==> src/rtl/vsg_pkg.sv <==
package vsg_pkg;

    localparam int PIX_W = 12;
    localparam int LIN_W = 11;
    localparam int WID_W = 8;
    localparam int ADR_W = 5;
    localparam int BYTE_W = 8;
    localparam int PIX_HI = PIX_W - BYTE_W;
    localparam int LIN_HI = LIN_W - BYTE_W;

    typedef logic [PIX_W-1:0] pix_t;
    typedef logic [LIN_W-1:0] lin_t;
    typedef logic [WID_W-1:0] wid_t;

    typedef enum logic [ADR_W-1:0] {
        A_HACT_S_LO = 5'd0,
        A_HACT_NIB  = 5'd1,
        A_HACT_E_LO = 5'd2,
        A_SY1_S_LO  = 5'd3,
        A_SY1_NIB   = 5'd4,
        A_SY1_E_LO  = 5'd5,
        A_SY2_S_LO  = 5'd6,
        A_SY2_NIB   = 5'd7,
        A_SY2_E_LO  = 5'd8,
        A_BL1_LO    = 5'd9,
        A_BL1_HI    = 5'd10,
        A_BL1_WID   = 5'd11,
        A_BL2_LO    = 5'd12,
        A_BL2_HI    = 5'd13,
        A_BL2_WID   = 5'd14,
        A_PPL_LO    = 5'd15,
        A_PPL_HI    = 5'd16,
        A_LPF_LO    = 5'd17,
        A_LPF_HI    = 5'd18
    } reg_addr_e;

    typedef struct packed {
        pix_t hact_s;
        pix_t hact_e;
        pix_t sy1_s;
        pix_t sy1_e;
        pix_t sy2_s;
        pix_t sy2_e;
        lin_t bl1_line;
        wid_t bl1_wid;
        lin_t bl2_line;
        wid_t bl2_wid;
        pix_t ppl;
        lin_t lpf;
    } timing_cfg_t;

    function automatic logic in_span(input pix_t pos, input pix_t s, input pix_t e);
        return (pos >= s) && (pos < e);
    endfunction

    function automatic logic in_lines(input lin_t ln, input lin_t st, input wid_t w);
        logic [LIN_W:0] stop;
        stop = {1'b0, st} + {{(LIN_W + 1 - WID_W){1'b0}}, w};
        return (ln >= st) && ({1'b0, ln} < stop);
    endfunction

    function automatic logic is_interlaced(input timing_cfg_t c);
        return (c.bl2_line != '0) || (c.bl2_wid != '0);
    endfunction

    function automatic timing_cfg_t cfg_default(input pix_t ppl, input lin_t lpf);
        timing_cfg_t c;
        c = '0;
        c.hact_s = pix_t'(1);
        c.hact_e = pix_t'(1);
        c.sy1_s  = pix_t'(1);
        c.sy1_e  = pix_t'(1);
        c.sy2_s  = pix_t'(1);
        c.sy2_e  = pix_t'(1);
        c.ppl    = ppl;
        c.lpf    = lpf;
        return c;
    endfunction

endpackage

==> src/rtl/vsg_regs.sv <==
module vsg_regs
    import vsg_pkg::*;
#(
    parameter int RST_PPL = 2200,
    parameter int RST_LPF = 1125
) (
    input  logic                clk,
    input  logic                rst,
    input  logic                wr_en,
    input  logic [ADR_W-1:0]    wr_addr,
    input  logic [BYTE_W-1:0]   wr_data,
    input  logic                frame_end,
    output timing_cfg_t         cfg_act,
    output timing_cfg_t         cfg_nxt
);

    localparam timing_cfg_t DEF = cfg_default(pix_t'(RST_PPL), lin_t'(RST_LPF));

    timing_cfg_t shadow;

    always_ff @(posedge clk) begin
        if (rst) begin
            shadow <= DEF;
        end else if (wr_en) begin
            case (wr_addr)
                A_HACT_S_LO: shadow.hact_s[BYTE_W-1:0] <= wr_data;
                A_HACT_E_LO: shadow.hact_e[BYTE_W-1:0] <= wr_data;
                A_HACT_NIB: begin
                    shadow.hact_s[PIX_W-1:BYTE_W] <= wr_data[7:4];
                    shadow.hact_e[PIX_W-1:BYTE_W] <= wr_data[3:0];
                end
                A_SY1_S_LO:  shadow.sy1_s[BYTE_W-1:0] <= wr_data;
                A_SY1_E_LO:  shadow.sy1_e[BYTE_W-1:0] <= wr_data;
                A_SY1_NIB: begin
                    shadow.sy1_s[PIX_W-1:BYTE_W] <= wr_data[7:4];
                    shadow.sy1_e[PIX_W-1:BYTE_W] <= wr_data[3:0];
                end
                A_SY2_S_LO:  shadow.sy2_s[BYTE_W-1:0] <= wr_data;
                A_SY2_E_LO:  shadow.sy2_e[BYTE_W-1:0] <= wr_data;
                A_SY2_NIB: begin
                    shadow.sy2_s[PIX_W-1:BYTE_W] <= wr_data[7:4];
                    shadow.sy2_e[PIX_W-1:BYTE_W] <= wr_data[3:0];
                end
                A_BL1_LO:  shadow.bl1_line[BYTE_W-1:0] <= wr_data;
                A_BL1_HI:  shadow.bl1_line[LIN_W-1:BYTE_W] <= wr_data[LIN_HI-1:0];
                A_BL1_WID: shadow.bl1_wid <= wr_data;
                A_BL2_LO:  shadow.bl2_line[BYTE_W-1:0] <= wr_data;
                A_BL2_HI:  shadow.bl2_line[LIN_W-1:BYTE_W] <= wr_data[LIN_HI-1:0];
                A_BL2_WID: shadow.bl2_wid <= wr_data;
                A_PPL_LO:  shadow.ppl[BYTE_W-1:0] <= wr_data;
                A_PPL_HI:  shadow.ppl[PIX_W-1:BYTE_W] <= wr_data[PIX_HI-1:0];
                A_LPF_LO:  shadow.lpf[BYTE_W-1:0] <= wr_data;
                A_LPF_HI:  shadow.lpf[LIN_W-1:BYTE_W] <= wr_data[LIN_HI-1:0];
                default: ;
            endcase
        end
    end

    assign cfg_nxt = frame_end ? shadow : cfg_act;

    always_ff @(posedge clk) begin
        if (rst) cfg_act <= DEF;
        else     cfg_act <= cfg_nxt;
    end


    cfg_hold_chk: assert property (@(posedge clk) disable iff (rst)
        !frame_end |=> $stable(cfg_act));

endmodule

==> src/rtl/vsg_counter.sv <==
module vsg_counter
    import vsg_pkg::*;
(
    input  logic  clk,
    input  logic  rst,
    input  pix_t  ppl,
    input  lin_t  lpf,
    output pix_t  pix,
    output lin_t  line,
    output pix_t  pix_nx,
    output lin_t  line_nx,
    output logic  frame_end
);

    logic line_end;

    assign line_end  = (pix >= ppl);
    assign frame_end = line_end && (line >= lpf);

    always_comb begin
        pix_nx  = line_end ? pix_t'(1) : pix + pix_t'(1);
        line_nx = line;
        if (line_end) line_nx = (line >= lpf) ? lin_t'(1) : line + lin_t'(1);
    end

    always_ff @(posedge clk) begin
        if (rst) begin
            pix  <= pix_t'(1);
            line <= lin_t'(1);
        end else begin
            pix  <= pix_nx;
            line <= line_nx;
        end
    end


    pix_wrap_chk: assert property (@(posedge clk) disable iff (rst)
        line_end |=> (pix == pix_t'(1)));


    line_wrap_chk: assert property (@(posedge clk) disable iff (rst)
        frame_end |=> (line == lin_t'(1)));

endmodule

==> src/rtl/vsg_outputs.sv <==
module vsg_outputs
    import vsg_pkg::*;
(
    input  logic         clk,
    input  logic         rst,
    input  timing_cfg_t  cfg,
    input  pix_t         pix_nx,
    input  lin_t         line_nx,
    input  pix_t         pix,
    output logic         href,
    output logic         vref,
    output logic         vs,
    output logic         field_id
);

    logic ilace, fld_n, href_n, vref_n, vs_n;
    pix_t sy_s, sy_e;
    lin_t sy_line;

    always_comb begin
        ilace   = is_interlaced(cfg);
        fld_n   = ilace && (cfg.bl2_line != '0) && (line_nx >= cfg.bl2_line);
        href_n  = in_span(pix_nx, cfg.hact_s, cfg.hact_e);
        vref_n  = in_lines(line_nx, cfg.bl1_line, cfg.bl1_wid)
               || (ilace && in_lines(line_nx, cfg.bl2_line, cfg.bl2_wid));
        sy_s    = fld_n ? cfg.sy2_s    : cfg.sy1_s;
        sy_e    = fld_n ? cfg.sy2_e    : cfg.sy1_e;
        sy_line = fld_n ? cfg.bl2_line : cfg.bl1_line;
        vs_n    = (sy_s != '0) && (sy_e != '0) && (line_nx == sy_line)
               && in_span(pix_nx, sy_s, sy_e);
    end

    always_ff @(posedge clk) begin
        if (rst) begin
            href     <= 1'b0;
            vref     <= 1'b0;
            vs       <= 1'b0;
            field_id <= 1'b0;
        end else begin
            href     <= href_n;
            vref     <= vref_n;
            vs       <= vs_n;
            field_id <= fld_n;
        end
    end


    vref_edge_chk: assert property (@(posedge clk) disable iff (rst)
        !$stable(vref) |-> (pix == pix_t'(1)));


    field_edge_chk: assert property (@(posedge clk) disable iff (rst)
        !$stable(field_id) |-> (pix == pix_t'(1)));

endmodule

==> src/rtl/sync_timing_gen.sv <==
module sync_timing_gen
    import vsg_pkg::*;
#(
    parameter int RST_PPL = 2200,
    parameter int RST_LPF = 1125
) (
    input  logic              clk,
    input  logic              rst,
    input  logic              wr_en,
    input  logic [ADR_W-1:0]  wr_addr,
    input  logic [BYTE_W-1:0] wr_data,
    output logic              href,
    output logic              vref,
    output logic              vs,
    output logic              field_id
);

    timing_cfg_t cfg_act, cfg_nxt;
    pix_t pix, pix_nx;
    lin_t line, line_nx;
    logic frame_end;

    vsg_regs #(.RST_PPL(RST_PPL), .RST_LPF(RST_LPF)) u_regs (
        .clk(clk), .rst(rst), .wr_en(wr_en), .wr_addr(wr_addr),
        .wr_data(wr_data), .frame_end(frame_end),
        .cfg_act(cfg_act), .cfg_nxt(cfg_nxt)
    );

    vsg_counter u_cnt (
        .clk(clk), .rst(rst), .ppl(cfg_act.ppl), .lpf(cfg_act.lpf),
        .pix(pix), .line(line), .pix_nx(pix_nx), .line_nx(line_nx),
        .frame_end(frame_end)
    );

    vsg_outputs u_out (
        .clk(clk), .rst(rst), .cfg(cfg_nxt), .pix_nx(pix_nx),
        .line_nx(line_nx), .pix(pix), .href(href), .vref(vref),
        .vs(vs), .field_id(field_id)
    );


    prog_field_chk: assert property (@(posedge clk) disable iff (rst)
        !is_interlaced(cfg_act) |-> !field_id);


    vs_off_chk: assert property (@(posedge clk) disable iff (rst)
        vs |-> (field_id ? (cfg_act.sy2_s != '0 && cfg_act.sy2_e != '0)
                         : (cfg_act.sy1_s != '0 && cfg_act.sy1_e != '0)));


    vs_line_chk: assert property (@(posedge clk) disable iff (rst)
        vs |-> (line == (field_id ? cfg_act.bl2_line : cfg_act.bl1_line)));

endmodule

==> config.mk <==
export PLATFORM = sky130hd
export DESIGN_NAME = sync_timing_gen
export DESIGN_NICKNAME = d
export VERILOG_FILES = /design/src/rtl/vsg_pkg.sv /design/src/rtl/vsg_regs.sv /design/src/rtl/vsg_counter.sv /design/src/rtl/vsg_outputs.sv /design/src/rtl/sync_timing_gen.sv
export SDC_FILE = /design/constraint.sdc
export NUM_CORES = 1
export LEC_CHECK = 0
export ABC_AREA = 1
export CAP_MARGIN = 20
export CELL_PAD_IN_SITES_DETAIL_PLACEMENT = 1
export CELL_PAD_IN_SITES_GLOBAL_PLACEMENT = 1
export CORE_MARGIN = 2
export CORE_UTILIZATION = 40
export DETAILED_ROUTE_END_ITERATION = 10
export PLACE_DENSITY_LB_ADDON = 0.1
export SLEW_MARGIN = 0
export SYNTH_ARGS = -nofsm -noshare
export SYNTH_HDL_FRONTEND = slang
export SYNTH_HIERARCHICAL = 1
export SYNTH_SLANG_ARGS = --single-unit
==> constraint.sdc <==
create_clock -name clk -period 11.2 [get_ports clk]
set_clock_uncertainty 0.2 [all_clocks]
set_input_delay 3.36 -clock clk [delete_from_list [all_inputs] [get_ports clk]]
set_output_delay 3.36 -clock clk [all_outputs]
set_load 0.05 [all_outputs]
Yosys cells after proc, flatten, opt, wreduce, memory -nomap -nowiden
Cells that the tools add are included.
{ "classes": {"eq_ne": 19, "n_addsub": 4, "muxes": 7, "n_reduce_logical": 37, "order_cmp": 10} }
{ "op_table": {"columns": ["operator", "n"], "rows": [
  ["$mux W133", 1],
  ["$eq A5 B4 Y1 const B", 8],
  ["$reduce_and A2 Y1", 19],
  ["$ge A12 B12 Y1", 3],
  ["$mux W12", 3],
  ["$ge A11 B11 Y1", 3],
  ["$mux W11", 3],
  ["$add A11 B8 Y12", 2],
  ["$lt A11 B12 Y1", 2],
  ["$lt A12 B12 Y1", 2],
  ["$reduce_bool A12 Y1", 2],
  ["$eq A5 B3 Y1 const B", 4],
  ["$eq A5 B5 Y1 const B", 3],
  ["$add A12 B1 Y12 const B", 1],
  ["$add A11 B1 Y11 const B", 1],
  ["$eq A11 B11 Y1", 1],
  ["$logic_and A1 B1 Y1", 11],
  ["$reduce_bool A11 Y1", 1],
  ["$eq A5 B2 Y1 const B", 2],
  ["$reduce_bool A8 Y1", 1],
  ["$eq A5 B1 Y1 const B", 1],
  ["$logic_not A5 Y1", 1],
  ["$logic_or A1 B1 Y1", 2]
]} }
{ "totals": {"wordCells": 117, "regBits": 293, "out_inout_bits": 4} }

Logic depth before layout (Yosys ltp)
{ "logic_depth": {"ltp_word": 12, "mapped_depth": 43, "depth_no_buf": 40} }

Modules after synthesis
Netlist, hierarchy kept.
{ "modules_own_cells": {"columns": ["mod", "cells_each", "n_inst", "seq_area_each_um2", "area_per_inst_um2"], "rows": [
  ["vsg_regs", 1646, 1, 5325.1, 10909.2],
  ["vsg_outputs", 635, 1, 80.1, 3935.0],
  ["vsg_counter", 289, 1, 460.4, 1906.8]
]} }

Worst setup path after synthesis
Ideal clock, no wire load.
{ "synth_timing": {"path_type": "register to register", "start": "reg u_cnt.line[4]", "end": "reg u_out.vs", "path_slack_ns": 6.457, "t_required_ns": 10.884, "t_arrival_ns": 4.427, "stages_incl_launch_ff": 41, "n_path_buf": 3, "setup_ns": 0.116, "path_cell_list": "dfxtp_1 ha_1 nand2_1 nand2_1 nand2_1 nand2_1 nand2_1 nand3_1 o21ai_0 inv_1 buf_2 inv_2 clkbuf_1 nand2_1 nand2_1 inv_1 ha_1 nand2_1 (+5 left out) nand2_8 buf_6 nand2_1 o21ai_1 inv_1 ha_1 o21ai_0 a21boi_0 o21ai_0 nand2_1 nand2_1 nand2_1 nand3_1 a21oi_1 nor2_1 nor2_1 nand2_1 nor2_2"} }
{ "synth_rtl": {"columns": ["item", "line", "text"], "rows": [
  ["from (decl)", "vsg_counter.sv:9", "output lin_t line,"],
  ["from (signal assigned)", "vsg_counter.sv:29", "line <= lin_t'(1);"],
  ["from (signal assigned)", "vsg_counter.sv:32", "line <= line_nx;"],
  ["to (signal assigned)", "vsg_outputs.sv:42", "vs <= vs_n;"],
  ["to (decl)", "vsg_outputs.sv:12", "output logic vs,"]
]} }

==> results.ini <==
[sta]
finalHoldViolCount = 0
drv_slew = 0
rsz0062_at_grt = false
setup_ws_ns = 3.83
relSlewSlack = 0.332
setup_viol = 0
timing.final.crit_period_ns = 7.37
tns_ns = 0
worstMarginPinSlew_ns = 1.00
finalCritPeriodShare = 0.658
max_freq_mhz = 136

[global_routing]
grtUsageTotal = 0.248
grt_max_degree = 81
grt-ovfl-total = 0
grt_pass1_wl_mm = 85.1
antenna_found_initial = 0
first_global_vias = 15776

[finish]
final_util = 0.447
drive_gt1_frac = 0.0429
fillers = 5371
diodes = 0
final_nets = 2666
fin_area_um2 = 18300
area_growth_syn_to_layout_pct = 9.99

[setup_path]
cp_max_fo = 73
cp.arrival_ns = 7.59
crit_path_frequent_cell = nand2_1
end_kind = register
crit_path_top_delay_cell = buf_4
max_stage_delay_ns = 0.75
critPathLaunchType = register
cp.required_ns = 11.42
crit_type = reg2reg

[floorplan]
initial_core_util = 0.406
die_width_um = 208
core_area_um2 = 41000
placementRows = 74
io_pins = 20
dieArea_um2 = 43300
die_h_um = 208

[cts]
numCtsBuffers = 37
cts.reportedPaths.clkPinSlew_ns = 0.05
cts-root-buf = clkbuf_16
ctsHoldBuffers = 0
clock_latency_ns = 0.54
clk_path_buf_depth = 3
clock-sinks = 293
h-tree-depth = 2
post_cts_resized = 0
cts_tree = done
post_cts_buffers = 0

[route]
wl_met2_mm = 25.7
drt-met1-wl_mm = 24.8
dr.max_layer_used = met4
drc = 0
final_antenna_net_count = 0
route.met3.wl_mm = 1.25
vias = 15419
firstDrtPassIters = 5
finalWirelength_mm = 53.0
routedWlPerCell_um = 17.3
viasPerCell = 5.02
drt_iter0_markers = 811

[job]
drv_cap = 0

[placed_design]
port_buffers = 19
dpl_cell_area_um2 = 17200
dp_hpwl_mm = 36.5
pre_cts_ws_ns = 3.87
place_congestion = 0.858

[run_status]
status = complete, no violations

[synth]
ys_warn_count = 6
synth_cells = 2547
postSynthAreaPerCell_um2 = 6.54
syn-cell-area_um2 = 16700
syn_nets = 2694

[hold_path]
hp-class = reg2reg

[pwr]
vdd.ir_drop.worst_mv = 0.0851
power_density_nw_per_um2 = 129
p_leak_nw = 9.17

cell type report:
type | instances | area, um2 | share of cell area
multi-input cells | 1772 | 8890 | 0.485
flip-flops and latches | 293 | 5870 | 0.320
inverters | 378 | 1430 | 0.0778
clock buffers | 50 | 1030 | 0.0565
well taps | 532 | 666 | 0.0363
repair buffers | 37 | 328 | 0.0179
clock inverters | 9 | 123 | 0.00669
cells in the final DEF (no fill, tap or decap), types with 19 or more instances in the layout:
cell type	n
nor2_1	215
o21ai_0	19
dfxtp_1	293
a21oi_1	181
nand2_1	854
clkbuf_16	37
inv_1	370
xor2_1	23
nor3_1	22
nand3_1	216
ha_1	129
path summary, 6_finish.rpt:
path | slack, ns | end | cells after the start | from
max reg2reg | 3.83 | u_out/vs | 37 | u_regs/cfg_act[22]
min reg2reg | 0.25 | u_regs/cfg_act[85] | 2 | u_regs/cfg_act[85]
max | 3.83 | u_out/vs | 37 | u_regs/cfg_act[22]
min | 0.25 | u_regs/cfg_act[85] | 2 | u_regs/cfg_act[85]
state kept, by name, summed over array words and instances (netlist names):
name and count:
u_out/field_id 1, u_out/href 1, u_regs/shadow 133, u_out/vref 1, u_out/vs 1, u_cnt/line 11
u_regs/cfg_act 133, u_cnt/pix 12
through the flow:
| step | cells | hold slack (ns) | total power, W |
|---|---|---|---|
| global route | 3071 | 0.282 | 0.00245 |
| global placement | 3010 | 0.234 | 0.00121 |
| CTS | 3071 | 0.257 | 0.00240 |
| finish | 3071 | 0.254 | 0.00237 |
| detailed placement | 3012 | 0.243 | 0.00122 |
| floorplan | 2547 | 0.223 | 0.00116 |
worst max-delay path: cells and delay by family, from the launching register on:
kind	cells	cell delay, ns
fa+ha+maj	3	0.88
compound gates	7	1.26
buf+inv	6	1.68
simple gates	21	2.71
flops	1	0.33
routing by layer:
metal  up-vias  GRT usage
met1      7346      0.316
met2       150      0.439
li1       7853          -
met3        70     0.0273
met5         -          0
met4         0     0.0737
power by group:
part | internal, W | switching (W) | total (W) | leakage, nW
Clock | 0.000710 | 0.000463 | 0.00117 | 0.569
Sequential | 0.00105 | 0.00000494 | 0.00106 | 2.36
Combinational | 0.0000385 | 0.0000996 | 0.000138 | 6.24
(Power assumes the default switching activity.)
